==> src/rtl/ami_rx_pkg.sv <==
package ami_rx_pkg;

    // Captured rail pair for one bit time.
    typedef struct packed {
        logic pos;
        logic neg;
    } rail_pair_t;

    // Line symbol decoded from a rail pair.
    typedef enum logic [1:0] {
        SYM_SPACE  = 2'b00,
        SYM_MINUS  = 2'b01,
        SYM_PLUS   = 2'b10,
        SYM_DOUBLE = 2'b11
    } line_sym_e;

    // Polarity reference kept between marks.
    typedef struct packed {
        logic valid;
        logic positive;
    } pol_ref_t;

    // One output bit of the NRZ stream with its violation flag.
    typedef struct packed {
        logic data;
        logic bpv;
    } nrz_bit_t;

    localparam int unsigned DEF_ZERO_RUN = 192;
    localparam int unsigned DEF_WIN_LEN  = 8;
    localparam int unsigned DEF_WIN_GOOD = 3;

    function automatic line_sym_e classify(rail_pair_t r);
        return line_sym_e'({r.pos, r.neg});
    endfunction

    function automatic logic is_mark(line_sym_e s);
        return s != SYM_SPACE;
    endfunction

endpackage

==> src/rtl/ami_rail_sampler.sv <==
module ami_rail_sampler
    import ami_rx_pkg::*;
(
    input  logic       clk_rx,
    input  logic       rst,
    input  logic       rail_p,
    input  logic       rail_n,
    output rail_pair_t smp
);

    // Rails are captured on the falling edge, centred in the bit.
    always_ff @(negedge clk_rx) begin
        if (rst) begin
            smp <= '0;
        end else begin
            smp <= '{pos: rail_p, neg: rail_n};
        end
    end

endmodule

==> src/rtl/ami_bpv_tracker.sv <==
module ami_bpv_tracker
    import ami_rx_pkg::*;
(
    input  logic       clk_rx,
    input  logic       rst,
    input  logic       nrz_mode,
    input  rail_pair_t smp,
    output nrz_bit_t   out_bit
);

    line_sym_e sym;
    pol_ref_t  pol_q;
    pol_ref_t  pol_d;
    logic      viol;

    always_comb begin
        sym   = classify(smp);
        pol_d = pol_q;
        viol  = 1'b0;
        if (nrz_mode) begin
            // Checking off; forget the reference so bipolar restarts clean.
            pol_d = '0;
        end else begin
            unique case (sym)
                SYM_PLUS: begin
                    viol  = pol_q.valid && pol_q.positive;
                    pol_d = '{valid: 1'b1, positive: 1'b1};
                end
                SYM_MINUS: begin
                    viol  = pol_q.valid && !pol_q.positive;
                    pol_d = '{valid: 1'b1, positive: 1'b0};
                end
                SYM_DOUBLE: begin
                    viol = 1'b1;
                end
                default: begin
                    viol = 1'b0;
                end
            endcase
        end
    end

    // Data and flag leave through the same register, so the flag lines up
    // with the accused bit on the serial output.
    always_ff @(posedge clk_rx) begin
        if (rst) begin
            out_bit <= '0;
            pol_q   <= '0;
        end else begin
            out_bit <= '{data: is_mark(sym), bpv: viol};
            pol_q   <= pol_d;
        end
    end

endmodule

==> src/rtl/ami_carrier_mon.sv <==
module ami_carrier_mon
    import ami_rx_pkg::*;
#(
    parameter int unsigned ZERO_RUN = DEF_ZERO_RUN,
    parameter int unsigned WIN_LEN  = DEF_WIN_LEN,
    parameter int unsigned WIN_GOOD = DEF_WIN_GOOD
) (
    input  logic       clk_rx,
    input  logic       rst,
    input  rail_pair_t smp,
    output logic       closs
);

    localparam int unsigned ZW = $clog2(ZERO_RUN + 1);
    localparam int unsigned WW = $clog2(WIN_LEN);
    localparam int unsigned GW = $clog2(WIN_GOOD + 1);
    localparam logic [ZW-1:0] ZMAX  = ZW'(ZERO_RUN);
    localparam logic [ZW-1:0] ZLAST = ZW'(ZERO_RUN - 1);
    localparam logic [WW-1:0] WLAST = WW'(WIN_LEN - 1);
    localparam logic [GW-1:0] GLAST = GW'(WIN_GOOD - 1);

    logic          mark;
    logic          seen;
    logic [ZW-1:0] zrun;
    logic [WW-1:0] wpos;
    logic          wmark;
    logic [GW-1:0] good;

    always_comb begin
        mark = is_mark(classify(smp));
        seen = wmark | mark;
    end

    always_ff @(posedge clk_rx) begin
        if (rst) begin
            zrun  <= '0;
            closs <= 1'b0;
            wpos  <= '0;
            wmark <= 1'b0;
            good  <= '0;
        end else begin
            if (mark) begin
                zrun <= '0;
            end else if (zrun != ZMAX) begin
                zrun <= zrun + ZW'(1);
            end

            if (!closs) begin
                if (!mark && zrun == ZLAST) begin
                    closs <= 1'b1;
                    wpos  <= '0;
                    wmark <= 1'b0;
                    good  <= '0;
                end
            end else if (wpos == WLAST) begin
                wpos  <= '0;
                wmark <= 1'b0;
                if (!seen) begin
                    good <= '0;
                end else if (good == GLAST) begin
                    good  <= '0;
                    closs <= 1'b0;
                end else begin
                    good <= good + GW'(1);
                end
            end else begin
                wpos  <= wpos + WW'(1);
                wmark <= seen;
            end
        end
    end

endmodule

==> src/rtl/ami_rx_monitor.sv <==
module ami_rx_monitor
    import ami_rx_pkg::*;
#(
    parameter int unsigned ZERO_RUN = DEF_ZERO_RUN,
    parameter int unsigned WIN_LEN  = DEF_WIN_LEN,
    parameter int unsigned WIN_GOOD = DEF_WIN_GOOD
) (
    input  logic clk_rx,
    input  logic rst,
    input  logic nrz_mode,
    input  logic rail_p,
    input  logic rail_n,
    output logic rx_data,
    output logic rx_bpv,
    output logic rx_closs
);

    rail_pair_t smp;
    nrz_bit_t   nrz_out;

    ami_rail_sampler u_smp (
        .clk_rx (clk_rx),
        .rst    (rst),
        .rail_p (rail_p),
        .rail_n (rail_n),
        .smp    (smp)
    );

    ami_bpv_tracker u_bpv (
        .clk_rx   (clk_rx),
        .rst      (rst),
        .nrz_mode (nrz_mode),
        .smp      (smp),
        .out_bit  (nrz_out)
    );

    ami_carrier_mon #(
        .ZERO_RUN (ZERO_RUN),
        .WIN_LEN  (WIN_LEN),
        .WIN_GOOD (WIN_GOOD)
    ) u_cmon (
        .clk_rx (clk_rx),
        .rst    (rst),
        .smp    (smp),
        .closs  (rx_closs)
    );

    assign rx_data = nrz_out.data;
    assign rx_bpv  = nrz_out.bpv;

endmodule

==> config.mk <==
export PLATFORM = sky130hd
export DESIGN_NAME = ami_rx_monitor
export DESIGN_NICKNAME = d
export VERILOG_FILES = /design/src/rtl/ami_rx_pkg.sv /design/src/rtl/ami_rail_sampler.sv /design/src/rtl/ami_bpv_tracker.sv /design/src/rtl/ami_carrier_mon.sv /design/src/rtl/ami_rx_monitor.sv
export SDC_FILE = /design/constraint.sdc
export NUM_CORES = 1
export LEC_CHECK = 0
export ABC_AREA = 1
export CAP_MARGIN = 0
export CORE_AREA = 5 5 64 66
export CTS_CLUSTER_SIZE = 30
export DETAILED_ROUTE_END_ITERATION = 12
export DIE_AREA = 0 0 69 71
export GPL_ROUTABILITY_DRIVEN = 0
export GPL_TIMING_DRIVEN = 0
export PLACE_DENSITY = 0.51
export SLEW_MARGIN = 10
export SYNTH_ARGS = -nofsm -noshare
export SYNTH_HDL_FRONTEND = slang
export SYNTH_SLANG_ARGS = --single-unit
==> constraint.sdc <==
create_clock -name clk_rx -period 3.8 [get_ports clk_rx]
set_input_delay 0.76 -clock clk_rx [delete_from_list [all_inputs] [get_ports clk_rx]]
set_output_delay 0.76 -clock clk_rx [all_outputs]
set_load 0.05 [all_outputs]
==> results.md <==
* Status: complete, no violations
* Power Density at 327 nW/um^2
* Clk Latency, worst-skew pair at 0.36 ns
* Fill count at 405
* Drt initial violations at 34
* Hold Path Class: flip-flop to flip-flop
* Synth top area share at 42.3%
* Final cell count without fillers at 192
* Rows at 22
* Slew HR at 66.4%
* Post-cts gate resize count at 0
* Vias per std cell at 4.14
* Mean Syn Cell Area at 7.48 sq um
* Global routing usage on met2 at 12.1%
* GR Util met3 at 1.28%
* Maxcap violations at 0
* Final Hold Fails at 0
* Final setup vio count at 0
* Hold buffer count at CTS at 0
* CP Cell Sequence: inv_1 -> ha_1 -> inv_2 -> nor2_1 -> nor2_1 -> nand2_1 -> a21oi_1 -> nand2_1 -> inv_1
* Lkg Pwr at 0.476 nW
* Wirelength per Cell at 8.86 microns
* Power, Total at 374 uW
* CTS tree: done
* ANT cells at 0
* Yosys reg bits at 21
* Crit path required time at 4.06 ns
* Width of the die at 69 microns
* Area contributors post-synth: dfxtp_1 42%, ha_1 8.8%, nor2_1 8.7%
* Reg2reg start: u_smp.smp[0]
* Grt total ovfl at 0
* RSZ-0062 raised after global routing: false
* Multi-input logic area at 487 sq um
* Skew final at 0.0607 ns
* EDFF count, synth at 0
* Most frequent cell after synthesis: nor2_1
* Met1 Resource Use GR at 9.64%
* GRT Util Overall at 7.34%
* Nature of the critical path startpoint: flip-flop
* Critical Path Sink Type: flip-flop
* Die H at 71 microns
* Sequential share of the synthesized area at 42.3%
* FFs w/ async S/R, synth at 0%
* Count of nets after finishing at 157
* Synth Net Count at 145
* CP Launch Point: u_smp.smp[0]
* DRC Markers at 0
* Worst Path Class, Setup: flip-flop to flip-flop
* CTS buffer count at 3
* IO Count at 8
* H-tree Lvls at 1
* Synth Instances at 133
* Core Util, Final at 32.5%
* Hold_sp: u_cmon.wpos[0]
* Root buf cell: clkbuf_4
* Max stage delay on crit path at 0.35 ns
* Register Area at 420 sq um
* Vias in the first global route at 717
* Post-CTS setup buffers at 0
* # port buffers at 6
* Longest Clk Path Bufs at 2
* Crit path DAT at 3.49 ns
* Starting density of the core at 28.2%
* Synth cell types at 24
* VDD IR max at 0.164 mV
* Mapped cell area at 995 sq um
* Pre-Repair DR Iteration Count at 6
* Slew Viols, Final at 0
* Tightest Pin Transition at 0.503 ns
* Final setup TNS at 0 ns
* Total Wirelength at 1700 microns
* Die area at 4900 sq um
* Post-synth top cells: 23 x nor2_1, 21 x dfxtp_1, 21 x nand2_1
* CP max stage cell: dfxtp_1
* Pin count of the biggest net entering global routing at 12
* Clock sinks at 21
* Synth Warn # at 0
* Final HPWL DP at 1290 microns
* GRT Max-Usage Layer: met2
* Post-Place Cells at 187
* Core area at 3520 sq um
* Via count at 794
* Synth area leader: dfxtp_1
* Initial antenna violation count at 0
* Flop2flop setup slack at 0.57 ns
* Post-route ant nets at 0
* Critical path fanouts, max at 4
* Worst-path clk slew at 0.12 ns
* Layout cells sized above 1 at 9.03%
* First-pass GRT wire length at 3020 microns
* Synthesis-to-finish area growth at 15.1%
* Most used flip-flop cell after synthesis: dfxtp_1
==> metrics by stage <==
step | cell area, sq um | setup slack (ns) | hold slack, ns
after detailed placement | 1110 | 0.510 | 0.460
after floorplan | 995 | 0.762 | 0.432
after global routing | 1140 | 0.380 | 0.497
final | 1140 | 0.574 | 0.475
after global placement | 1110 | 0.518 | 0.454
after CTS | 1140 | 0.566 | 0.478
==> layout by cell type (no fill, tap or decap), drive strengths merged, types with 2 or more instances in the layout <==
master / netlist / routed
nor2: 25 / 25
inv: 22 / 23
nand2: 23 / 23
dfxtp: 21 / 21
a21oi: 11 / 11
ha: 7 / 7
nand3: 7 / 7
clkdlybuf4s50: 0 / 6
clkbuf: 0 / 4
nand4: 3 / 3
o21ai: 3 / 3
nor3: 2 / 2
xor2: 2 / 2
or2: 2 / 2
==> power by group <==
part | switching, mW | leakage, nW | internal [mW]
logic | 0.0170 | 0.280 | 0.0114
registers | 0.00344 | 0.171 | 0.225
clock network | 0.0742 | 0.0256 | 0.0436
total | 0.0946 | 0.476 | 0.280
==> state kept, by name, indices dropped and copies added (netlist names) <==
name	count
u_smp.smp	2
u_cmon.good	2
u_bpv.pol_q	2
u_cmon.closs	1
u_cmon.wmark	1
u_bpv.out_bit	2
u_cmon.wpos	3
u_cmon.zrun	8
==> final timing paths <==
kind / to / cells after the start
worst max register to register: u_cmon.good[0] / 9
worst max-delay path: u_cmon.good[0] / 9
worst min register to register: u_cmon.wpos[0] / 1
worst min-delay path: u_cmon.wpos[0] / 1
==> critical path: cells and delay by family (launching register included) <==
kind / cells / cell delay, ns
buf+inv: 3 / 0.19
compound gates: 1 / 0.12
flops: 1 / 0.35
fa+ha+maj: 1 / 0.25
simple gates: 4 / 0.31
==> kinds of logic after synthesis <==
logic type | count (synthesis) | share of synthesized area (%)
AOI/OAI and AO/OA | 16 | 8.93
DFF | 21 | 42.3
adders and majority gates | 7 | 8.80
xor gates and xnor gates | 3 | 2.64
buffers and inverters | 23 | 8.80
and+or+nand+nor | 63 | 28.6
==> area by class of cell <==
| class | count | area share [%] |
|---|---|---|
| flip-flops and latches | 21 | 36.7 |
| repair buffers | 6 | 5.25 |
| clock buffers | 4 | 2.30 |
| plain buffers | 1 | 0.437 |
| multi-input cells | 89 | 42.5 |
| inverters | 21 | 6.89 |
| well taps | 48 | 5.25 |
| clock inverters | 2 | 0.656 |
==> per-layer routing <==
layer / wire length, microns / vias up
li1: - / 444
met1: 867 / 343
met2: 776 / 5
met3: 44 / 2
met4: 13 / 0
met5: 0 / -
Power figures use the tool's default switching activity.
